### src/rtl/pb_pkg.sv
package pb_pkg;
    typedef enum logic [1:0] {
        ST_IDLE = 2'd0,
        ST_PASS = 2'd1,
        ST_DROP = 2'd2
    } wst_t;
endpackage

### src/rtl/pb_least_sel.sv
module pb_least_sel #(
    parameter int NBUF = 4,
    parameter int BL_W = 4,
    localparam int ID_W = $clog2(NBUF)
) (
    input  logic [NBUF*BL_W-1:0] counts,
    output logic [ID_W-1:0]      sel_id
);
    logic [BL_W-1:0] best;

    always_comb begin
        best   = counts[BL_W-1:0];
        sel_id = '0;
        for (int i = 1; i < NBUF; i++) begin
            if (counts[i*BL_W +: BL_W] < best) begin
                best   = counts[i*BL_W +: BL_W];
                sel_id = ID_W'(i);
            end
        end
    end
endmodule

### src/rtl/pb_backlog_bank.sv
module pb_backlog_bank #(
    parameter int NBUF = 4,
    parameter int BL_W = 4
) (
    input  logic                 clk,
    input  logic                 rst_n,
    input  logic [NBUF-1:0]      inc,
    input  logic [NBUF-1:0]      dec,
    output logic [NBUF*BL_W-1:0] counts
);
    for (genvar g = 0; g < NBUF; g++) begin : g_cnt
        logic [BL_W-1:0] c;
        always_ff @(posedge clk or negedge rst_n) begin
            if (!rst_n) begin
                c <= '0;
            end else if (inc[g] && !dec[g]) begin
                c <= c + 1'b1;
            end else if (dec[g] && !inc[g]) begin
                c <= c - 1'b1;
            end
        end
        assign counts[g*BL_W +: BL_W] = c;
    end
endmodule

### src/rtl/pb_reseq.sv
module pb_reseq #(
    parameter int NBUF   = 4,
    parameter int DEPTH  = 8,
    parameter int CELL_W = 16,
    localparam int SEQ_W = $clog2(DEPTH),
    localparam int CNT_W = $clog2(DEPTH + 1)
) (
    input  logic                   clk,
    input  logic                   rst_n,
    input  logic                   alloc,
    output logic [SEQ_W-1:0]       next_tag,
    output logic                   has_room,
    input  logic [NBUF-1:0]        rt_valid,
    input  logic [NBUF*SEQ_W-1:0]  rt_tag,
    input  logic [NBUF*CELL_W-1:0] rt_data,
    output logic                   out_valid,
    output logic [CELL_W-1:0]      out_data
);
    logic [DEPTH-1:0]  slot_vld;
    logic [CELL_W-1:0] slot_dat [DEPTH];
    logic [SEQ_W-1:0]  head;
    logic [SEQ_W-1:0]  tail;
    logic [CNT_W-1:0]  used;
    logic              rel;

    assign rel      = slot_vld[head];
    assign has_room = (used != CNT_W'(DEPTH));
    assign next_tag = tail;

    always_ff @(posedge clk or negedge rst_n) begin
        if (!rst_n) begin
            slot_vld  <= '0;
            head      <= '0;
            tail      <= '0;
            used      <= '0;
            out_valid <= 1'b0;
            out_data  <= '0;
        end else begin
            out_valid <= rel;
            if (rel) begin
                out_data       <= slot_dat[head];
                slot_vld[head] <= 1'b0;
                head           <= head + 1'b1;
            end
            for (int i = 0; i < NBUF; i++) begin
                if (rt_valid[i]) begin
                    slot_vld[rt_tag[i*SEQ_W +: SEQ_W]] <= 1'b1;
                end
            end
            if (alloc) begin
                tail <= tail + 1'b1;
            end
            used <= used + CNT_W'(alloc) - CNT_W'(rel);
        end
    end

    always_ff @(posedge clk) begin
        for (int i = 0; i < NBUF; i++) begin
            if (rt_valid[i]) begin
                slot_dat[rt_tag[i*SEQ_W +: SEQ_W]] <= rt_data[i*CELL_W +: CELL_W];
            end
        end
    end
endmodule

### src/rtl/pb_dispatch.sv
module pb_dispatch
    import pb_pkg::*;
#(
    parameter int NBUF   = 4,
    parameter int CELL_W = 16,
    parameter int ADDR_W = 10,
    parameter int DEPTH  = 8,
    parameter int DROP_W = 16,
    localparam int ID_W  = $clog2(NBUF),
    localparam int SEQ_W = $clog2(DEPTH),
    localparam int BL_W  = $clog2(DEPTH + 1)
) (
    input  logic                   clk,
    input  logic                   rst_n,
    input  logic                   in_valid,
    input  logic                   in_sop,
    input  logic                   in_eop,
    input  logic [CELL_W-1:0]      in_data,
    input  logic [NBUF-1:0]        buf_full,
    output logic [NBUF-1:0]        wr_en,
    output logic [CELL_W-1:0]      wr_data,
    output logic [ID_W-1:0]        wr_buf_id,
    output logic [DROP_W-1:0]      drop_count,
    input  logic                   rq_valid,
    input  logic [ID_W-1:0]        rq_buf,
    input  logic [ADDR_W-1:0]      rq_addr,
    output logic                   rq_ready,
    output logic [NBUF-1:0]        fw_valid,
    output logic [ADDR_W-1:0]      fw_addr,
    output logic [SEQ_W-1:0]       fw_tag,
    input  logic [NBUF-1:0]        rt_valid,
    input  logic [NBUF*SEQ_W-1:0]  rt_tag,
    input  logic [NBUF*CELL_W-1:0] rt_data,
    output logic                   out_valid,
    output logic [CELL_W-1:0]      out_data
);
    wst_t                  state, state_nx;
    logic [ID_W-1:0]       lock_id;
    logic [ID_W-1:0]       least_id;
    logic [ID_W-1:0]       cur_id;
    logic                  cell_go;
    logic                  drop_now;
    logic                  rq_take;
    logic [NBUF*BL_W-1:0]  backlog;

    pb_least_sel #(.NBUF(NBUF), .BL_W(BL_W)) u_sel (
        .counts (backlog),
        .sel_id (least_id)
    );

    pb_backlog_bank #(.NBUF(NBUF), .BL_W(BL_W)) u_bank (
        .clk    (clk),
        .rst_n  (rst_n),
        .inc    (fw_valid),
        .dec    (rt_valid),
        .counts (backlog)
    );

    pb_reseq #(.NBUF(NBUF), .DEPTH(DEPTH), .CELL_W(CELL_W)) u_rsq (
        .clk       (clk),
        .rst_n     (rst_n),
        .alloc     (rq_take),
        .next_tag  (fw_tag),
        .has_room  (rq_ready),
        .rt_valid  (rt_valid),
        .rt_tag    (rt_tag),
        .rt_data   (rt_data),
        .out_valid (out_valid),
        .out_data  (out_data)
    );

    // State register
    always_ff @(posedge clk or negedge rst_n) begin
        if (!rst_n) begin
            state      <= ST_IDLE;
            lock_id    <= '0;
            drop_count <= '0;
        end else begin
            state <= state_nx;
            if (state == ST_IDLE && cell_go) begin
                lock_id <= cur_id;
            end
            if (drop_now) begin
                drop_count <= drop_count + 1'b1;
            end
        end
    end

    // Next state and write decisions
    always_comb begin
        state_nx = state;
        cell_go  = 1'b0;
        drop_now = 1'b0;
        cur_id   = lock_id;
        unique case (state)
            ST_IDLE: begin
                cur_id = least_id;
                if (in_valid && in_sop) begin
                    if (buf_full[least_id]) begin
                        drop_now = 1'b1;
                        state_nx = in_eop ? ST_IDLE : ST_DROP;
                    end else begin
                        cell_go  = 1'b1;
                        state_nx = in_eop ? ST_IDLE : ST_PASS;
                    end
                end
            end
            ST_PASS: begin
                if (in_valid) begin
                    cell_go = 1'b1;
                    if (in_eop) state_nx = ST_IDLE;
                end
            end
            ST_DROP: begin
                if (in_valid && in_eop) state_nx = ST_IDLE;
            end
            default: state_nx = ST_IDLE;
        endcase
    end

    // Outputs
    assign wr_data   = in_data;
    assign wr_buf_id = cur_id;
    assign rq_take   = rq_valid && rq_ready;
    assign fw_addr   = rq_addr;

    for (genvar g = 0; g < NBUF; g++) begin : g_strobe
        assign wr_en[g]    = cell_go && (cur_id == ID_W'(g));
        assign fw_valid[g] = rq_take && (rq_buf == ID_W'(g));
    end
endmodule

### config.mk
export PLATFORM = sky130hd
export DESIGN_NAME = pb_dispatch
export DESIGN_NICKNAME = d
export VERILOG_FILES = /design/src/rtl/pb_pkg.sv /design/src/rtl/pb_least_sel.sv /design/src/rtl/pb_backlog_bank.sv /design/src/rtl/pb_reseq.sv /design/src/rtl/pb_dispatch.sv
export SDC_FILE = /design/constraint.sdc
export NUM_CORES = 1
export LEC_CHECK = 0
export BUFFER_PORTS_ARGS = -buffer_cell sky130_fd_sc_hd__buf_2
export CORE_ASPECT_RATIO = 1.25
export CORE_UTILIZATION = 50
export DETAILED_ROUTE_END_ITERATION = 10
export PLACE_DENSITY = 0.74
export SYNTH_ARGS = -nofsm -noshare
export SYNTH_HDL_FRONTEND = slang
export SYNTH_SLANG_ARGS = --single-unit
### constraint.sdc
create_clock -name clk -period 4.4 [get_ports clk]
set_input_delay 0.44 -clock clk [delete_from_list [all_inputs] [get_ports clk]]
set_output_delay 0.44 -clock clk [all_outputs]
set_load 0.05 [all_outputs]
==> out/results.tsv, run 1 <==
metric	value	unit
Compound-Gate Fraction of Synth Area	0.136	
final setup margin	-0.709	ns
Max VDD drop	0.532	mV
largest family of logic cells by synthesized area	multiplexers	
final routed DRC violation total	0	
area delta synth->final	14.7	%
measured slew at the worst slew-check pin	1.16	ns
# IOs	191	
RSZ-0062 raised after global routing	yes	
# nets final	1620	
Synth Area per Inst	9.49	um2
reg2reg start	u_bank.g_cnt[1].c[2]	
Synth Area in Adders	0.0371	
failing checks	setup timing	
CTS tree	done	
R2R cell count	21	
sinks on the clock net	199	
Max transition margin	0.227	
initial antenna violation count	2	
drt wl/cell	19.9	um
vias in the first global route	10200	
Ys Warns	0	
Seq/Total Area, Yosys	0.427	
Leak Pwr	6.33	nW
Final Hold Viols	0	
DP Wirelength	23900	um
Initial Util	0.508	
GR Overflow Total	0	
Worst setup SP type	register	
clock transition at the registers of the reported paths	0.07	ns
post-route antenna net violation count	0	
crit path DAT	4.67	ns
vias per cell	5.90	
die area	27000	um2
Rows	66	
clk_lat worst skew	0.44	ns
worst hold slack	0.117	ns
XOR/XNOR Fraction of Synth Area	0.0239	
dpl cells	1772	
area of the mapped netlist	13200	um2
CTS Buf Count	17	
Via Count	10700	
required time of the critical path	3.96	ns
Post-Syn Instances	1388	
FFs w/ async S/R, synth	0.357	
Clock Path Buffers	2	
Area contributors post-synth	edfxtp_1 29%, dfrtp_1 13%, mux2i_1 11%	
Synth Area in Simple Gates	0.137	
Period minus WS final	5.11	ns
CTS Hold Buffers Added	0	
Die Width	147	um
final period utilization	1.16	
ratio of cells with drive above 1 in the final layout	0.234	
drt first pass iters	7	
final setup vio count	6	
port bufs	138	
max-slew violations	0	
status	finished, violations left	
Worst Path Max Fanout	4	
First DRT Iteration DRCs	841	
Hold Crit Class	primary input to asynchronous set/reset pin	
CP Launch Point	u_bank.g_cnt[1].c[2]	
power per cell area	636	nW/um2
Post-Layout Cell Count	1820	
largest net degree at the start of global routing	72	
gr usage total	0.274	
Synth Register Bits	199	
CTS Root Buffer Type	clkbuf_16	
cell taking the most area after synthesis	edfxtp_1	
number of library cell types mapped by synthesis	59	
Worst Path Class, Setup	register to output pin	
CP endpoint kind	output pin	
htree depth	4	
Max Clock Skew	0.0119	ns
max_cap viols	0	
Yosys top cell area share	0.292	
Post-Route WL	36300	um
commonest register cell after synthesis	edfxtp_1	
Max Clock Freq	196	MHz
core box area	25900	um2
Die Ht	183	um
post-synthesis mux area share	0.176	
EDFF count, synth	128	
gpl congestion	0.876	
first-pass GRT wire length	56200	um
post-synth net total	1542	
# fillers	2161	
## stage by stage
stage / util / setup TNS (ns) / instance area (um2) / total power, mW / setup WS [ns]
after global routing: 0.583 / -6.07 / 15100 / 10.2 / -0.903
after floorplan: - / -2.14 / 13300 / 6.23 / -0.585
after CTS: 0.578 / -3.01 / 15000 / 9.40 / -0.570
final: 0.583 / -3.76 / 15100 / 9.61 / -0.709
after detailed placement: 0.549 / -2.20 / 14200 / 7.39 / -0.436
after global placement: 0.549 / -1.29 / 14200 / 7.24 / -0.289
## cell usage in the layout, fill, tap and decap left out, types with 21 or more instances in the layout
cell / instances
buf_4: 74
o21ai_0: 255
inv_1: 27
nand2_1: 282
nor2_1: 31
edfxtp_1: 128
dfrtp_1: 70
a21oi_1: 28
ha_1: 25
buf_2: 132
nand3_1: 21
mux2i_1: 144
xnor2_1: 25
mux4_2: 34
## power by group
group	switching [mW]	internal [mW]
clock	0.741	0.796
combinational	2.89	2.39
sequential	0.320	2.46
total	3.96	5.65
## cell usage after synthesis (all sizes together), types with 2 or more instances
master and n:
nand2b 8, or2 4, a2111oi 2, xnor2 25, o21ai 259, mux2 8, xor2 11, nor3b 6
a211oi 11, nor3 11, nand4 8, fa 5, a32oi 2, buf 62, edfxtp 128, inv 30
mux2i 145, a31oi 6, nand3 21, a21o 9, nand2 283, dfrtp 71, and3 5, nand3b 3
ha 31, mux4 34, nor2b 15, nor2 40, nor4 2, a41oi 2, a21oi 30, nand4b 3
clkbuf 95
## worst paths after layout
path,to,slack [ns]
max in group asynchronous,u_rsq.head[0],3.61
min reg2reg,u_rsq.next_tag[2],0.47
min in group clk,state[1],0.29
max reg2reg,drop_count[1],0
min,u_bank.g_cnt[0].c[0],0.12
max,wr_en[3],-0.71
## repair_timing
| action | 4_1_cts | 5_1_grt |
|---|---|---|
| pin swaps | 14 | 9 |
| endpoints found under the setup margin | 11 | 20 |
| buffers inserted | 10 | 6 |
| resized for setup | 29 | 16 |
## worst max-delay path, cell delays in order (launching register included)
cell	delay [ns]
dfrtp_1	0.42
ha_4	0.29
nor3_2	0.04
or2_1	0.24
or2_4	0.27
nor2_4	0.09
a21oi_2	0.05
ha_1	0.29
or2_1	0.23
a311oi_2	0.28
a41oi_2	0.11
nand2_1	0.14
o21ai_2	0.06
ha_2	0.21
a2111oi_4	0.33
nand4_1	0.19
buf_4	0.19
a21boi_4	0.17
a31oi_4	0.05
a32oi_2	0.20
and3b_2	0.25
buf_8	0.15
## cells by family after synthesis
group | after synthesis
AO/OA/AOI/OAI | 329
XOR/XNOR | 36
adder cells (fa/ha/maj) | 36
buffers and inverters | 187
flip-flops | 199
multiplexers | 187
AND/OR/NAND/NOR | 414
## per-layer routing
layer / vias to the layer above / global-route usage / wire, um
met4: 0 / 0.124 / 1370
met2: 556 / 0.454 / 17300
met1: 5048 / 0.344 / 14500
li1: 5030 / - / -
met3: 101 / 0.0591 / 3110
met5: - / 0 / 0
## state kept, by name, indices dropped and copies added, names as in the netlist, 2 cells and up
| name | cells |
|---|---|
| u_rsq.used | 4 |
| u_rsq.slot_dat | 128 |
| u_bank.g_cnt.c | 16 |
| u_rsq.head | 3 |
| lock_id | 2 |
| u_rsq.next_tag | 3 |
| u_rsq.out_data | 16 |
| u_rsq.slot_vld | 8 |
| state | 2 |
| drop_count | 16 |
## cell type report
type                       count  area, um2  area share
antenna                        1       2.50    0.000166
clock buffer                  18        429      0.0284
clock inverter                14        140     0.00927
inverter                      30        113     0.00745
multi-input combinational   1002       7050       0.466
sequential                   199       5620       0.372
tap                          340        425      0.0282
timing repair buffer         216       1330      0.0882
No activity file was read; power rests on OpenSTA's default activity.
==> inputs of run 2 (changes only) <==
- PLACE_DENSITY: 0.74 -> 0.71
- clock period: 4.4 -> 6.1 ns (I/O delays scaled with it)
==> run 2 against run 1 <==
Compared with the run above: utilization decreased by 2.2 points; clock skew decreased by 0.0034 ns; non-clock buffer count decreased by 45; sequential share of layout area increased by 1.4 points; global-route usage decreased by 0.44 points; the flow now finishes without violations; sequential cell count unchanged; routed wire length decreased by 2.0%; hold slack improved by 0.18 ns; power decreased by 36%; clock power decreased by 29%.
==> out/results.tsv, run 2 (synthesized netlist as in run 1, its figures left out) <==
metric	value	unit	change
Via Count	10400		-3.5%
Die Ht	183	um	unchanged
gr usage total	0.270		-0.00443
Max Clock Skew	0.00842	ns	-0.00344 ns
setup TNS	0	ns	+3.76 ns
CTS tree	done		
Rows	66		unchanged
first-pass GRT wire length	55100	um	-1.8%
clk_lat worst skew	0.43	ns	about the same
die area	27000	um2	unchanged
power per cell area	420	nW/um2	-34%
met2 usage	0.438		-0.0151
CTS Buf Count	17		unchanged
sinks on the clock net	199		unchanged
GR peak layer	met2		
RSZ-0062 raised after global routing	no		
GR Layer Usage met1	0.347		+0.00338
max_cap viols	0		unchanged
GR Overflow Total	0		unchanged
final routed DRC violation total	0		unchanged
max-slew violations	0		unchanged
Period minus WS final	5.80	ns	
Max stage delay on crit path	0.39	ns	-0.03 ns
initial antenna violation count	7		+5
clock transition at the registers of the reported paths	0.07	ns	about the same
R2R cell count	21		unchanged
crit-path cells	inv_1 -> ha_1 -> nor3_1 -> or2_0 -> or2_1 -> nor2_1 -> a21oi_1 -> ha_1 -> or2_1 -> a311oi_4 -> a41oi_4 -> nand2_1 -> o21ai_0 -> ha_1 -> a2111oi_4 -> nand4_1 -> and2_2 -> a31oi_4 -> a32oi_2 -> and3b_1 -> clkbuf_4		
GR Util met3	0.0566		-0.00248
port bufs	138		unchanged
Worst Path Class, Setup	register to output pin		
measured slew at the worst slew-check pin	1.23	ns	+0.0707 ns
drt first pass iters	5		-2
required time of the critical path	5.49	ns	+1.53 ns
CP endpoint kind	output pin		
htree depth	4		unchanged
Worst Path Max Fanout	9		+5
Clock Path Buffers	2		unchanged
max reg flops	128		unchanged
dpl cells	1741		-1.7%
Die Width	147	um	unchanged
# nets final	1575		-2.8%
status	finished clean		
commonest non-fill, non-tap cell in the layout	nand2_1		
Post-Layout Cell Count	1778		-2.3%
final setup vio count	0		-6
final period utilization	0.950		
Max VDD drop	0.326	mV	-39%
CTS Root Buffer Type	clkbuf_16		
post-route antenna net violation count	0		unchanged
vias per cell	5.82		-1.3%
drt wl/cell	20.0	um	+0.33%
Hold Crit Class	primary input to asynchronous set/reset pin		
ratio of cells with drive above 1 in the final layout	0.195		-0.0394
Final Core Density	0.561		-0.0216
# IOs	191		unchanged
Max Clock Freq	173	MHz	
commonest cells after routing, fill and taps aside	282 x nand2_1, 258 x o21ai_0, 144 x mux2i_1		
core box area	25900	um2	unchanged
Max transition margin	0.179		-0.0473
DP Wirelength	23200	um	-3.0%
CP max-delay cell	a311oi_4		
Leak Pwr	6.06	nW	-4.3%
Final Hold Viols	0		unchanged
Worst setup SP type	register		
vias in the first global route	9822		-3.5%
CTS Hold Buffers Added	0		unchanged
Initial Util	0.508		unchanged
CP dominant cell by count	ha_1		
worst hold slack	0.296	ns	+0.179 ns
crit path DAT	5.19	ns	+0.52 ns
area delta synth->final	10.5	%	
Post-Route WL	35600	um	-2.0%
gpl congestion	0.859		-1.9%
First DRT Iteration DRCs	904		+7.5%
largest net degree at the start of global routing	72		unchanged
[run 2: cell count changes in the layout (fill, tap and decap cells not counted), sizes merged]
cell	previous run	this run
buf	216	168
diode	1	4
clkbuf	18	22
inv	36	38
clkinvlp	3	0
[run 2: what timing repair did]
| action | in CTS | in global routing |
|---|---|---|
| buffers inserted | 1 | 0 |
| setup endpoints to repair | 4 | 6 |
| gates resized for setup | 2 | 13 |
| endpoints found under the hold margin | 0 | 0 |
| pin swaps | 1 | 0 |
[run 2: worst max-delay path: cells and delay by family (launching register included)]
| family | cells | cell delay (ns) |
|---|---|---|
| and+or+nand+nor | 9 | 1.76 |
| AOI/OAI and AO/OA | 7 | 1.46 |
| adders and majority gates | 3 | 0.85 |
| DFF | 1 | 0.38 |
| buffers and inverters | 2 | 0.30 |
[run 2: power by group]
part / leakage [nW] / internal, mW / switching, mW
combinational: 3.73 / 1.19 / 1.80
clock: 0.284 / 0.580 / 0.512
sequential: 2.05 / 1.77 / 0.247
total: 6.06 / 3.55 / 2.56
[run 2: metrics by stage]
step	instance area (um2)	power (mW)	setup WS [ns]
floorplan	13200	4.30	0.211
global placement	13900	4.80	0.570
detailed placement	13900	4.89	0.339
CTS	14500	6.01	0.0499
global route	14500	6.50	0.00868
finish	14500	6.11	0.303
[run 2: final timing paths]
check	startpoint	endpoint	slack [ns]
worst max-delay path	u_bank.g_cnt[0].c[2]	wr_en[3]	0.30
worst min-delay path	rst_n	u_rsq.used[3]	0.30
min in group clk	in_eop	state[1]	0.47
worst min register to register	u_rsq.out_data[3]	u_rsq.out_data[3]	0.48
max in group asynchronous	rst_n	u_rsq.head[0]	5.16
worst max register to register	u_bank.g_cnt[0].c[2]	drop_count[1]	1.14
[run 2: cell type report]
cell class	count	area [um2]
Antenna cell	4	10.0
Clock buffer	19	443
Clock inverter	13	118
Fill cell	2265	11400
Inverter	30	113
Multi-Input combinational cell	1002	6870
Sequential cell	199	5620
Tap cell	340	425
Timing Repair Buffer	171	948
[run 2: routing by layer]
metal | wire (um) | vias to the layer above
met4 | 1340 | 4
met3 | 2980 | 117
met2 | 16500 | 521
met5 | 30 | -
li1 | - | 4955
met1 | 14800 | 4759
==> inputs of run 3 (changes only) <==
- REMOVE_ABC_BUFFERS: unset -> 1
==> run 3 against run 2 <==
Compared with the run above: final cell count is 0.11% higher; power rose by 0.94%; design area up 0.27%; critical endpoint is now wr_en[1]; non-clock buffer count up 3; largest power group unchanged.
==> out/results.tsv, run 3 (synthesized netlist as in run 1, its figures left out) <==
metric	value	unit	change
CTS Hold Buffers Added	0		unchanged
htree depth	4		unchanged
clk_lat worst skew	0.44	ns	about the same
Rows	66		unchanged
area delta synth->final	10.8	%	
First DRT Iteration DRCs	819		-9.4%
CTS Buf Count	17		unchanged
die area	27000	um2	unchanged
CP max-delay cell	a2111oi_2		
design area	14600	um2	+0.27%
drt first pass iters	5		unchanged
required time of the critical path	5.49	ns	about the same
Worst Path Max Fanout	9		unchanged
# nets final	1578		+0.19%
Hold Crit Class	primary input to asynchronous set/reset pin		
largest net degree at the start of global routing	72		unchanged
Via Count	10500		+1.8%
vias per cell	5.92		+1.7%
CTS tree	done		
status	finished clean		
Leak Pwr	6.08	nW	+0.40%
internal power	3.54	mW	-0.22%
first-pass GRT wire length	57200	um	+3.7%
sinks on the clock net	199		unchanged
max_cap viols	0		unchanged
vias in the first global route	9961		+1.4%
dpl cells	1742		+0.057%
Max Clock Skew	0.0196	ns	+0.0112 ns
initial antenna violation count	3		-4
Post-Layout Cell Count	1780		+0.11%
# IOs	191		unchanged
CTS Root Buffer Type	clkbuf_16		
Clock Path Buffers	2		unchanged
CP dominant cell by count	ha_1		
Die Ht	183	um	unchanged
Cell Area, Placed	13900	um2	unchanged
commonest non-fill, non-tap cell in the layout	nand2_1		
Worst setup SP type	register		
Die Width	147	um	unchanged
ratio of cells with drive above 1 in the final layout	0.194		-0.000406
crit path DAT	5.17	ns	-0.02 ns
measured slew at the worst slew-check pin	1.09	ns	-0.138 ns
post-route antenna net violation count	0		unchanged
power share of the combinational group	0.494		+0.004
gpl congestion	0.903		+5.1%
port bufs	138		unchanged
gr usage total	0.284		+0.0149
Max VDD drop	0.321	mV	-1.5%
core box area	25900	um2	unchanged
drt wl/cell	21.3	um	+6.3%
max-slew violations	0		unchanged
Max stage delay on crit path	0.39	ns	about the same
GR Overflow Total	0		unchanged
Max transition margin	0.272		+0.0925
clock transition at the registers of the reported paths	0.08	ns	about the same
commonest cells after routing, fill and taps aside	282 x nand2_1, 258 x o21ai_0, 144 x mux2i_1		
Max Clock Freq	173	MHz	+0.28%
Seq pwr share	0.318		-0.013
Post-Route WL	37900	um	+6.5%
sw power	2.63	mW	+2.5%
switching share of power	0.426		+0.00666
final setup vio count	0		unchanged
power per cell area	423	nW/um2	+0.67%
Worst Path Class, Setup	register to output pin		
DP Wirelength	23500	um	+1.3%
final period utilization	0.948		-0.00263
Clock Power Share	0.188		+0.009
final routed DRC violation total	0		unchanged
crit-path cells	inv_1 -> ha_1 -> nor2_1 -> or2_0 -> or2_1 -> buf_4 -> a21oi_1 -> ha_1 -> or2_1 -> a311oi_2 -> a41oi_2 -> nand2_1 -> o21ai_0 -> ha_1 -> a2111oi_2 -> a32oi_1 -> and2_4 -> a31oi_4 -> a32oi_2 -> nor3b_1 -> buf_4		
Period minus WS final	5.78	ns	-0.0161 ns
Final Hold Viols	0		unchanged
Initial Util	0.508		unchanged
CP endpoint kind	output pin		
max reg flops	128		unchanged
run 3: cell types whose count changed in the layout (fill, tap and decap cells not counted), sizes merged:
| cell | delta |
|---|---|
| buf | +5 |
| clkbuf | -4 |
| clkinv | +3 |
| bufinv | -1 |
| diode | -1 |
run 3: per-layer routing:
| layer | wire (um) | share of wire | track usage | vias to the layer above |
|---|---|---|---|---|
| li1 | - | - | - | 4952 |
| met1 | 14600 | 0.38 | 0.350 | 4931 |
| met2 | 18200 | 0.48 | 0.479 | 530 |
| met3 | 3300 | 0.087 | 0.0504 | 129 |
| met4 | 1830 | 0.048 | 0.146 | 2 |
| met5 | 12 | 0.00032 | 0.00741 | - |
run 3: power by group through the flow:
| stage | Clock, mW | Combinational [mW] | Sequential (mW) |
|---|---|---|---|
| after detailed placement | 0 | 2.91 | 1.99 |
| after CTS | 1.18 | 2.96 | 1.96 |
| after global routing | 1.22 | 3.35 | 2.00 |
| after global placement | 0 | 2.80 | 1.97 |
| final | 1.16 | 3.05 | 1.96 |
| after floorplan | 0 | 1.76 | 2.34 |
run 3: layout make-up:
cell class	instances	area (um2)
Timing Repair Buffer	174	971
Fill cell	2263	11300
Clock buffer	17	425
Tap cell	340	425
Inverter	30	113
Clock inverter	15	194
Multi-Input combinational cell	1002	6830
Sequential cell	199	5620
Antenna cell	3	7.51
run 3: timing repair:
action	in CTS	in global routing
setup buffers	2	1
hold endpoints to repair	0	0
pin swaps	1	1
gates resized for setup	3	12
endpoints found under the setup margin	5	6
run 3: final timing paths:
path                                       from                 to  slack (ns)  cells after the start
setup / recovery           u_bank.g_cnt[0].c[3]           wr_en[1]        0.32                     21
hold / removal                            rst_n  u_rsq.next_tag[2]        0.32                      1
setup reg to reg           u_bank.g_cnt[0].c[3]      drop_count[1]        1.20                     21
hold reg to reg               u_rsq.next_tag[2]  u_rsq.next_tag[2]        0.47                      1
max in group asynchronous                 rst_n      u_rsq.head[0]        5.08                      1
min in group clk                         in_eop           state[1]        0.47                      4
run 3: critical path, delay by kind of cell (launching register included):
family                     cells  cell delay, ns
AOI/OAI and AO/OA              8            1.63
and+or+nand+nor                7            1.47
adders and majority gates      3            0.78
buffers and inverters          3            0.49
DFF                            1            0.38
run 3: metrics by stage:
step	worst slack, ns	power, mW	hold WS (ns)	setup TNS (ns)	util
floorplan	-0.562	4.09	0.314	-1.06	-
global placement	0.556	4.78	0.455	0	0.535
detailed placement	0.307	4.90	0.464	0	0.535
CTS	0.101	6.10	0.357	0	0.560
global route	-0.0780	6.57	0.399	-0.208	0.562
finish	0.319	6.16	0.317	0	0.563
